## src/rtl/irpw_pkg.sv

```systemverilog
package irpw_pkg;
  typedef enum logic [1:0] {
    EDGE_NONE = 2'd0,
    EDGE_FALL = 2'd1,
    EDGE_RISE = 2'd2,
    EDGE_BOTH = 2'd3
  } edge_sel_e;

  function automatic logic edge_hit(edge_sel_e sel, logic rise, logic fall);
    return ((sel == EDGE_RISE || sel == EDGE_BOTH) && rise) ||
           ((sel == EDGE_FALL || sel == EDGE_BOTH) && fall);
  endfunction
endpackage

```

## src/rtl/irpw_glitch_filter.sv

```systemverilog
module irpw_glitch_filter #(
  parameter int FLT_W = 16
) (
  input  logic             clk_i,
  input  logic             rst_ni,
  input  logic             raw_i,
  input  logic [FLT_W-1:0] min_i,
  output logic             lvl_o
);
  logic [FLT_W-1:0] cnt_q;
  logic [FLT_W:0]   nxt;
  logic             lvl_q;

  assign nxt   = {1'b0, cnt_q} + (FLT_W+1)'(1);
  assign lvl_o = lvl_q;

  always_ff @(posedge clk_i or negedge rst_ni) begin
    if (!rst_ni) begin
      lvl_q <= 1'b0;
      cnt_q <= '0;
    end else if (raw_i == lvl_q) begin
      cnt_q <= '0;
    end else if (nxt >= {1'b0, min_i}) begin
      lvl_q <= raw_i;
      cnt_q <= '0;
    end else begin
      cnt_q <= nxt[FLT_W-1:0];
    end
  end

  assert_filter_hold_R9: assert property (@(posedge clk_i) disable iff (!rst_ni)
    (raw_i == lvl_o) |=> $stable(lvl_o));
endmodule

```

## src/rtl/irpw_width_timer.sv

```systemverilog
module irpw_width_timer
  import irpw_pkg::*;
#(
  parameter int TMR_W = 18,
  parameter int DIV_W = 16,
  localparam int REC_W = TMR_W - 1
) (
  input  logic             clk_i,
  input  logic             rst_ni,
  input  logic             en_i,
  input  logic             lvl_i,
  input  logic [1:0]       edge_sel_i,
  input  logic [DIV_W-1:0] div_i,
  output logic             push_o,
  output logic [REC_W-1:0] rec_o,
  output logic             tout_o
);
  logic [TMR_W-1:0] tmr_q;
  logic [DIV_W-1:0] div_q;
  logic             armed_q, lvl_q, push_q, tout_q, hit;
  logic [REC_W-1:0] rec_q;

  assign hit    = edge_hit(edge_sel_e'(edge_sel_i), lvl_i & ~lvl_q, ~lvl_i & lvl_q);
  assign push_o = push_q;
  assign rec_o  = rec_q;
  assign tout_o = tout_q;

  always_ff @(posedge clk_i or negedge rst_ni) begin
    if (!rst_ni) begin
      tmr_q   <= '0;
      div_q   <= '0;
      armed_q <= 1'b0;
      lvl_q   <= 1'b0;
      push_q  <= 1'b0;
      tout_q  <= 1'b0;
      rec_q   <= '0;
    end else begin
      lvl_q  <= lvl_i;
      push_q <= 1'b0;
      tout_q <= 1'b0;
      if (!en_i) begin
        armed_q <= 1'b0;
        tmr_q   <= '0;
        div_q   <= div_i;
      end else if (hit) begin
        if (armed_q) begin
          push_q <= 1'b1;
          rec_q  <= {lvl_q, tmr_q[TMR_W-1:2]};
        end
        armed_q <= 1'b1;
        tmr_q   <= '0;
        div_q   <= div_i;
      end else if (armed_q) begin
        if (div_q == '0) begin
          div_q <= div_i;
          if (&tmr_q) begin
            push_q  <= 1'b1;
            rec_q   <= '1;
            tout_q  <= 1'b1;
            armed_q <= 1'b0;
            tmr_q   <= '0;
          end else begin
            tmr_q <= tmr_q + 1'b1;
          end
        end else begin
          div_q <= div_q - 1'b1;
        end
      end
    end
  end

  assert_no_push_after_timeout_R4: assert property (@(posedge clk_i) disable iff (!rst_ni)
    tout_o |=> !push_o);
endmodule

```

## src/rtl/irpw_rx_fifo.sv

```systemverilog
module irpw_rx_fifo #(
  parameter int DW    = 17,
  parameter int DEPTH = 8,
  localparam int AW = $clog2(DEPTH),
  localparam int CW = AW + 1
) (
  input  logic          clk_i,
  input  logic          rst_ni,
  input  logic          clr_i,
  input  logic          wr_i,
  input  logic [DW-1:0] wdata_i,
  input  logic          rd_i,
  output logic [DW-1:0] rdata_o,
  output logic          empty_o,
  output logic [CW-1:0] count_o,
  output logic          drop_o
);
  logic [DW-1:0] mem_q [DEPTH];
  logic [AW-1:0] wptr_q, rptr_q;
  logic [CW-1:0] count_q;
  logic          full, pop, wr_ok;

  assign full    = (count_q == CW'(DEPTH));
  assign empty_o = (count_q == '0);
  assign pop     = rd_i & ~empty_o;
  assign wr_ok   = wr_i & (~full | pop);
  assign drop_o  = wr_i & full & ~pop;
  assign rdata_o = mem_q[rptr_q];
  assign count_o = count_q;

  always_ff @(posedge clk_i) begin
    if (wr_ok) mem_q[wptr_q] <= wdata_i;
  end

  always_ff @(posedge clk_i or negedge rst_ni) begin
    if (!rst_ni) begin
      wptr_q  <= '0;
      rptr_q  <= '0;
      count_q <= '0;
    end else if (clr_i) begin
      wptr_q  <= '0;
      rptr_q  <= '0;
      count_q <= '0;
    end else begin
      if (wr_ok) wptr_q <= wptr_q + 1'b1;
      if (pop)   rptr_q <= rptr_q + 1'b1;
      case ({wr_ok, pop})
        2'b10:   count_q <= count_q + 1'b1;
        2'b01:   count_q <= count_q - 1'b1;
        default: count_q <= count_q;
      endcase
    end
  end

  assert_count_bound_R6: assert property (@(posedge clk_i) disable iff (!rst_ni)
    count_q <= CW'(DEPTH));
endmodule

```

## src/rtl/irpw_rx.sv

```systemverilog
module irpw_rx #(
  parameter int TMR_W = 18,
  parameter int DIV_W = 16,
  parameter int FLT_W = 16,
  parameter int DEPTH = 8
) (
  input  logic             clk_i,
  input  logic             rst_ni,
  input  logic             ir_i,
  input  logic             rx_en_i,
  input  logic             fifo_en_i,
  input  logic [1:0]       edge_sel_i,
  input  logic             svc_mode_i,
  input  logic [DIV_W-1:0] div_i,
  input  logic [FLT_W-1:0] flt_min_i,
  input  logic             to_ie_i,
  input  logic             ovr_ie_i,
  input  logic             svc_ie_i,
  input  logic             rd_i,
  output logic [TMR_W-1:0] rd_data_o,
  output logic             svc_o,
  output logic             ovr_o,
  output logic             to_o,
  output logic             irq_to_o,
  output logic             irq_ovr_o,
  output logic             irq_svc_o
);
  localparam int REC_W = TMR_W - 1;
  localparam int CW    = $clog2(DEPTH) + 1;

  logic             flt_lvl, push, tout, empty, drop;
  logic [REC_W-1:0] rec, head;
  logic [CW-1:0]    count;
  logic             ovr_q, to_q;

  irpw_glitch_filter #(.FLT_W(FLT_W)) u_flt (
    .clk_i, .rst_ni, .raw_i(ir_i), .min_i(flt_min_i), .lvl_o(flt_lvl)
  );

  irpw_width_timer #(.TMR_W(TMR_W), .DIV_W(DIV_W)) u_tmr (
    .clk_i, .rst_ni, .en_i(rx_en_i), .lvl_i(flt_lvl), .edge_sel_i,
    .div_i, .push_o(push), .rec_o(rec), .tout_o(tout)
  );

  irpw_rx_fifo #(.DW(REC_W), .DEPTH(DEPTH)) u_fifo (
    .clk_i, .rst_ni, .clr_i(~fifo_en_i), .wr_i(push & fifo_en_i),
    .wdata_i(rec), .rd_i, .rdata_o(head), .empty_o(empty),
    .count_o(count), .drop_o(drop)
  );

  always_ff @(posedge clk_i or negedge rst_ni) begin
    if (!rst_ni) begin
      ovr_q <= 1'b0;
      to_q  <= 1'b0;
    end else begin
      if (!fifo_en_i) ovr_q <= 1'b0;
      else if (drop)  ovr_q <= 1'b1;
      if (!rx_en_i)   to_q  <= 1'b0;
      else if (tout)  to_q  <= 1'b1;
    end
  end

  assign rd_data_o = {~empty, empty ? '0 : head};
  assign svc_o     = svc_mode_i ? ~empty : (count >= CW'(DEPTH / 2));
  assign ovr_o     = ovr_q;
  assign to_o      = to_q;
  assign irq_to_o  = to_q  & to_ie_i;
  assign irq_ovr_o = ovr_q & ovr_ie_i;
  assign irq_svc_o = svc_o & svc_ie_i;

  assert_ovr_sticky_R7: assert property (@(posedge clk_i) disable iff (!rst_ni)
    (ovr_q && fifo_en_i) |=> ovr_q);
  assert_drop_sets_ovr_R7: assert property (@(posedge clk_i) disable iff (!rst_ni)
    drop |=> ovr_q);
  assert_to_sticky_R5: assert property (@(posedge clk_i) disable iff (!rst_ni)
    (to_q && rx_en_i) |=> to_q);
endmodule

```

## config.mk

```make
export PLATFORM = sky130hd
export DESIGN_NAME = irpw_rx
export DESIGN_NICKNAME = d
export VERILOG_FILES = /design/src/rtl/irpw_pkg.sv /design/src/rtl/irpw_glitch_filter.sv /design/src/rtl/irpw_width_timer.sv /design/src/rtl/irpw_rx_fifo.sv /design/src/rtl/irpw_rx.sv
export SDC_FILE = /design/constraint.sdc
export NUM_CORES = 1
export LEC_CHECK = 0
export ABC_CLOCK_PERIOD_IN_PS = 7250
export BUFFER_PORTS_ARGS = -buffer_cell sky130_fd_sc_hd__clkbuf_2
export CORE_ASPECT_RATIO = 1.4
export CORE_MARGIN = 2
export CORE_UTILIZATION = 55
export CTS_CLUSTER_SIZE = 14
export DETAILED_ROUTE_END_ITERATION = 7
export PLACE_DENSITY = 0.73
export SYNTH_ARGS = -nofsm -noshare
export SYNTH_HDL_FRONTEND = slang
export SYNTH_HIERARCHICAL = 1
export SYNTH_SLANG_ARGS = --single-unit
```

## constraint.sdc

```tcl
create_clock -name clk_i -period 7.25 [get_ports clk_i]
set_input_delay 1.45 -clock clk_i [delete_from_list [all_inputs] [get_ports clk_i]]
set_output_delay 1.45 -clock clk_i [all_outputs]
set_load 0.05 [all_outputs]
```

==> out/results.txt, run 1 <==
Status: completed
Diodes inserted: 0
Worst Hold Class: reg -> reg
CP cell instances: buf_4 > mux4_2 > mux2_2 > nor2b_1 > clkbuf_2
Top-count cell post-synth: edfxtp_1
Via-to-Cell Ratio: 5.951
Insertion delay to the later sink of the worst-skew pair: 0.50 ns
WP data arrival: 2.82 ns
Global-route wire length before repair: 34,000 µm
Synthesized netlist cell count: 738
Initial Utilization: 55.78%
Detailed-placement wirelength estimate: 13,400 µm
Boundary Pins: 68
Largest net degree at the start of global routing: 60
Predominant post-synthesis flop cell: edfxtp_1
Synth async-reset ratio: 38.18%
Synth warn: 6
Wirelength per Cell: 19.31 µm
Total CTS buffers: 21
Die height: 165.9 µm
Sink Count: 220
WS Path Type: reg -> out
Worst slew margin relative to its limit: 28.42%
Final clock skew: 0.01945 ns
Root Buffer: clkbuf_16
Post-route antenna net violation count: 0
CP Buf/Inv Count: 2
Total GRT Usage: 21.42%
Post-CTS setup buffer count: 0
Hold-critical path depth: 0
Post-route minimum period: 4.270 ns
Slew Viols, Final: 0
Slew @ Worst Pin: 1.070 ns
Synth-to-layout area growth: 11.42%
Worst setup margin: 2.980 ns
Cts hold-fix bufs: 0
Final cycle utilization of the critical path: 58.89%
Cell Rows: 59
Worst R2R Path Depth: 7
Iteration-0 DRC Markers: 507
DP Worst Slack: 3.330 ns
Synth top area cells: edfxtp_1 40%, dfrtp_1 20%, mux4_2 7.4%, ha_1 2.9%, mux2_2 2.3%
Leakage: 0.004371 µW
Delay-heaviest family, CP: multiplexers
Post-CTS sizing: 0
Max Cap Viol: 0
Number of global-route vias before repair: 6,635
Reg2Reg Launch Point: u_tmr/div_q[0]
Chip Width: 119.6 µm
Cell depth of the worst setup path: 5
Setup TNS: 0 ns
CP Launch Type: register
Top cells by count, synth: 136 x edfxtp_1, 84 x dfrtp_1, 47 x nor2_1, 35 x nand3_1, 34 x mux4_2
Required time of the critical path: 5.80 ns
Hold path startpoint: u_flt/lvl_o
Fin Hold WS: 0.4787 ns
Setup violators final: 0
Hold Fails Final Rpt: 0
Max VDD drop: 0.1746 mV
Fmax: 234.2 MHz
CTS HTree Levels: 1
Fraction of layout instances using a drive strength above 1: 24.39%
Placer Congestion: 0.9064
Yosys reg bits: 220
Nets@finish: 873
Critical path capture point type: primary output
Sequential share of the synthesized area: 60.09%
Initial antenna violation count: 0
GR Overflow Total: 0
Clock tree buffer depth: 3
PortBufs: 67
CTS tree: built
Critical path's largest stage delay: 0.58 ns
RSZ-0062 raised after global routing: no
Core area: 0.01846 mm²
Worst setup startpoint: u_fifo/rptr_q[0]
EDFF count, synth: 136
Drt total wl: 20,550 µm
Die ar.: 0.01984 mm²
Initial DRT Pass Iterations: 5
Clock-pin slew on the worst setup and hold paths: 0.06 ns
CP max FO: 28
Pwr Total: 3129 µW
Fin util: 62.16%
Leading area contributor after synthesis: edfxtp_1
Routed via count: 6,332
Syn nets: 806
Top-area cell type share of the netlist area: 39.67%
Synth cell types: 68
Mapped Area: 0.01029 mm²
Slowest CP cell: mux4_2
P per Cell Area: 272.8 mW/mm²
Mapped Avg Cell Area: 13.95 µm²
DRC Markers: 0
==> registers in the layout, summed over array words and instances, names as in the netlist <==
signal          flops
u_fifo/count_o      4
u_tmr/tmr_q        18
u_flt/cnt_q        16
u_fifo/rptr_q       3
to_o                1
ovr_o               1
u_tmr/armed_q       1
u_tmr/rec_o        17
u_tmr/push_o        1
u_tmr/lvl_q         1
u_fifo/mem_q      136
u_tmr/div_q        16
u_fifo/wptr_q       3
u_tmr/tout_o        1
u_flt/lvl_o         1
==> worst register-to-register path, cell delays in order, from the launching register on <==
cell and delay (ns):
dfrtp_1 0.42, inv_1 0.13, ha_1 0.19, or4b_4 0.51, nor4_4 0.57, a21oi_1 0.46, nor2_2 0.46, a22o_1 0.24
==> layout by cell type, fill, tap and decap left out, types with 11 or more instances in the layout <==
cell,n
mux4_2,34
nor2_1,47
nand2_1,32
buf_4,11
nor2b_1,19
nor2b_2,14
ha_1,24
o21ai_0,13
o22a_1,19
a21oi_1,18
clkbuf_2,66
clkbuf_16,21
nor3_1,26
and3_1,11
nand3_1,35
dfrtp_1,83
mux2_2,21
inv_1,27
edfxtp_1,136
xnor2_1,16
xor2_1,11
==> cell families (layout without fill, tap and decap cells) <==
group	Yosys count	count (layout)	synth area share, %
compound gates	105	105	7.815
xor+xnor	27	27	2.297
fa+ha+maj	24	24	2.917
buf+inv	60	142	3.063
flops	220	220	60.09
mux	60	60	10.23
simple gates	242	242	13.59
==> layout make-up <==
cell class	instances	area [µm²]
Tap cell	244	305.3
Clock buffer	31	563.0
Sequential cell	220	6187
Timing Repair Buffer	77	412.9
Multi-Input combinational cell	458	3825
Clock inverter	7	76.32
Fill cell	1430	6984
Inverter	27	101.3
==> through the flow <==
step,cell area (µm²),cells
finish,11470,1064
global route,11470,1064
CTS,11470,1064
detailed placement,10830,1026
global placement,10830,1026
floorplan,10290,738
==> path summary, 6_finish.rpt <==
| path | end | slack, ns |
|---|---|---|
| worst max-delay path | rd_data_o[5] | 2.98 |
| worst min-delay path | u_tmr/lvl_q | 0.48 |
| worst max register to register | u_tmr/tmr_q[15] | 4.22 |
| worst min register to register | u_tmr/lvl_q | 0.48 |
| max in group asynchronous | u_tmr/rec_o[16] | 5.28 |
| min in group asynchronous | u_fifo/count_o[2] | 0.88 |
==> routing by layer <==
metal	part of all wire (%)	global-route usage, %	vias to the layer above	wire (µm)
li1	-	-	2953	-
met1	40	26.97	3175	8317
met2	53	38.29	166	10890
met3	4.1	2.473	38	848
met4	2.4	7.417	0	486
met5	0	0	-	0
==> report_power, final <==
group | switching (µW) | total [µW] | internal, µW
Sequential | 119 | 1580 | 1460
Combinational | 341 | 524 | 184
Clock | 446 | 1030 | 581
Note: power is estimated with default switching activity, not from simulation.
==> run 2, diff against run 1 <==
--- a/config.mk
+++ b/config.mk
@@ -5,7 +5,8 @@
 export SDC_FILE = /design/constraint.sdc
 export NUM_CORES = 1
 export LEC_CHECK = 0
-export ABC_CLOCK_PERIOD_IN_PS = 7250
+export ABC_AREA = 1
+export ABC_CLOCK_PERIOD_IN_PS = 4300
 export BUFFER_PORTS_ARGS = -buffer_cell sky130_fd_sc_hd__clkbuf_2
 export CORE_ASPECT_RATIO = 1.4
 export CORE_MARGIN = 2
==> constraint.sdc (replaced) <==
create_clock -name clk_i -period 4.3 [get_ports clk_i]
set_input_delay 0.86 -clock clk_i [delete_from_list [all_inputs] [get_ports clk_i]]
set_output_delay 0.86 -clock clk_i [all_outputs]
set_load 0.05 [all_outputs]
==> run 2 against run 1 <==
  * Worst hold slack got worse by 0.16 ns
  * Clock-buffer cell count fell by 1
  * Routed wire length rose by 8.3%
  * Global-route usage rose by 0.51 points
  * Utilization fell by 0.33 points
  * Cell count rose by 42%
  * Combinational power rose to 2.7 times the previous value
  * Non-clock buffer count rose by 6
  * Sequential cell count did not move
  * Sequential share of layout area fell by 3.3 points
  * Register-to-register slack got worse by 2.8 ns
  * Die area rose by 7.1%
  * Largest cell class unchanged
==> out/results.txt, run 2 <==
Status: completed
Final cycle utilization of the critical path: 78.65%
Reg2Reg Launch Point: u_flt/cnt_q[0]
Syn nets: 1,245
Slew @ Worst Pin: 0.6995 ns
Initial antenna violation count: 0
Clock-pin slew on the worst setup and hold paths: 0.06 ns
Max Cap Viol: 0
Synth async-reset ratio: 38.18%
Cts hold-fix bufs: 0
Hold Fails Final Rpt: 0
Initial DRT Pass Iterations: 5
CP Launch Type: register
Leading area contributor after synthesis: edfxtp_1
Routed via count: 7,927
Cell Rows: 61
Mapped Avg Cell Area: 9.391 µm²
CTS HTree Levels: 1
Root Buffer: clkbuf_16
CP max FO: 69
Post-route minimum period: 3.382 ns
Synth cell types: 48
P per Cell Area: 471.4 mW/mm²
Chip Width: 123.8 µm
Worst slew margin relative to its limit: 53.08%
Top-count cell post-synth: nor2_1
Fraction of layout instances using a drive strength above 1: 16.63%
Post-CTS sizing: 0
Placer Congestion: 0.8880
PortBufs: 67
Synth-to-layout area growth: 10.57%
WS Path Type: reg -> out
Worst R2R Path Depth: 16
Total CTS buffers: 21
Top cells by count, synth: 230 x nor2_1, 226 x nand2_1, 136 x edfxtp_1, 131 x inv_1, 84 x dfrtp_1
Critical path capture point type: primary output
Synth top area cells: edfxtp_1 37%, dfrtp_1 19%, nor2_1 7.8%, nand2_1 7.7%, inv_1 4.4%
Most frequent cells in the layout: 230 x nor2_1, 226 x nand2_1, 136 x edfxtp_1
Diodes inserted: 0
CTS tree: built
Final clock skew: 0.01054 ns
Sink Count: 220
Leakage: 0.005419 µW
Sequential share of the synthesized area: 55.97%
Slew Viols, Final: 0
Largest net degree at the start of global routing: 70
Wirelength per Cell: 14.74 µm
WP data arrival: 2.52 ns
Predominant post-synthesis flop cell: edfxtp_1
Reg2Reg Setup Slack: 1.46 ns
Most flops, register: u_fifo/mem_q
Iteration-0 DRC Markers: 501
Drt total wl: 22,250 µm
Pwr Total: 5761 µW
Clock tree buffer depth: 3
Die height: 171.7 µm
Most common cell after layout, fill and taps aside: nor2_1
Final instance area: 0.01222 mm²
Placed inst area: 0.01155 mm²
Post-route antenna net violation count: 0
Max VDD drop: 0.3613 mV
Synth warn: 6
EDFF count, synth: 136
Top-area cell type share of the netlist area: 36.95%
Detailed-placement wirelength estimate: 14,720 µm
Core area: 0.01977 mm²
Mapped Area: 0.01105 mm²
Number of global-route vias before repair: 7,717
Max reg flops: 136
Setup TNS: 0 ns
Nets@finish: 1,311
GR Overflow Total: 0
Boundary Pins: 68
Post-CTS setup buffer count: 0
Fmax: 295.7 MHz
RSZ-0062 raised after global routing: no
Yosys reg bits: 220
Total GRT Usage: 21.93%
Synthesized netlist cell count: 1,177
Required time of the critical path: 3.44 ns
Setup violators final: 0
DRC Markers: 0
Worst Hold Class: in -> async
Global-route wire length before repair: 36,870 µm
Via-to-Cell Ratio: 5.253
Die ar.: 0.02126 mm²
DP Worst Slack: 1.426 ns
Reg2reg end: u_flt/cnt_q[3]
Insertion delay to the later sink of the worst-skew pair: 0.49 ns
Worst setup margin: 0.9179 ns
Initial Utilization: 55.91%
==> run 2: cell types whose count changed in the layout (fill, tap and decap cells not counted), moves of 16 or more <==
cell	change
o21ai_0	+40
inv_1	+104
nand2_2	+22
o21ai_2	+16
nor2b_1	-19
o32ai_1	+34
nor3_1	-20
nor2_2	+21
o22a_1	-19
nand2_1	+194
mux4_2	-34
nor2_1	+183
mux2_2	-21
==> run 2: cell families after synthesis <==
kind of cell    synth area share (%)
simple gates                   23.18
flops                          55.97
buf+inv                        7.358
compound gates                 9.271
fa+ha+maj                      2.717
xor+xnor                       1.506
==> run 2: power breakdown <==
part           switching, µW  internal [µW]  leakage [µW]
Combinational           1010            404       0.00274
Sequential               156           2400       0.00236
Clock                    730           1060      0.000319
Total                   1900           3860       0.00542
==> run 2: routing by layer <==
layer  vias up  wire length, µm  GRT usage (%)
met5         -                0              0
met2       168            11870          40.40
met4         0              479          6.522
li1       3996                -              -
met1      3723             9088          26.78
met3        40              808          2.288
==> run 2: layout make-up <==
class,instances,area [µm²]
multi-input cells,775,4054
flip-flops and latches,220,6188
repair buffers,83,457.9
inverters,142,539.3
clock inverters,7,87.58
well taps,252,315.3
clock buffers,30,579.3
fillers,1654,7546
==> run 2: worst max path at each step <==
stage	slack [ns]	depth (start not counted)	to	startpoint
2_1_floorplan	1.61	8	rd_data_o[11]	u_fifo/rptr_q[1]
3_3_place_gp	1.43	8	rd_data_o[3]	u_fifo/rptr_q[0]
3_5_place_dp	1.43	8	rd_data_o[3]	u_fifo/rptr_q[0]
4_1_cts	0.90	8	rd_data_o[3]	u_fifo/rptr_q[0]
5_1_grt	0.76	8	rd_data_o[16]	u_fifo/rptr_q[0]
6_report	0.92	8	rd_data_o[16]	u_fifo/rptr_q[0]
==> run 2: stage by stage <==
stage                     utilization [%]  hold slack, ns  cells
final                               61.83          0.3163   1509
after global routing                61.83          0.3480   1509
after CTS                           61.83          0.3272   1509
after detailed placement            58.45          0.4407   1472
after global placement              58.45          0.4404   1472
after floorplan                         -          0.4279   1177
==> run 2: worst max-delay path, stage by stage (launching register included) <==
cell      delay [ns]
dfrtp_2         0.36
buf_4           0.55
nor2_1          0.13
o32ai_1         0.41
nand2_1         0.09
nand2_1         0.07
inv_1           0.04
nor2_1          0.08
clkbuf_2        0.29
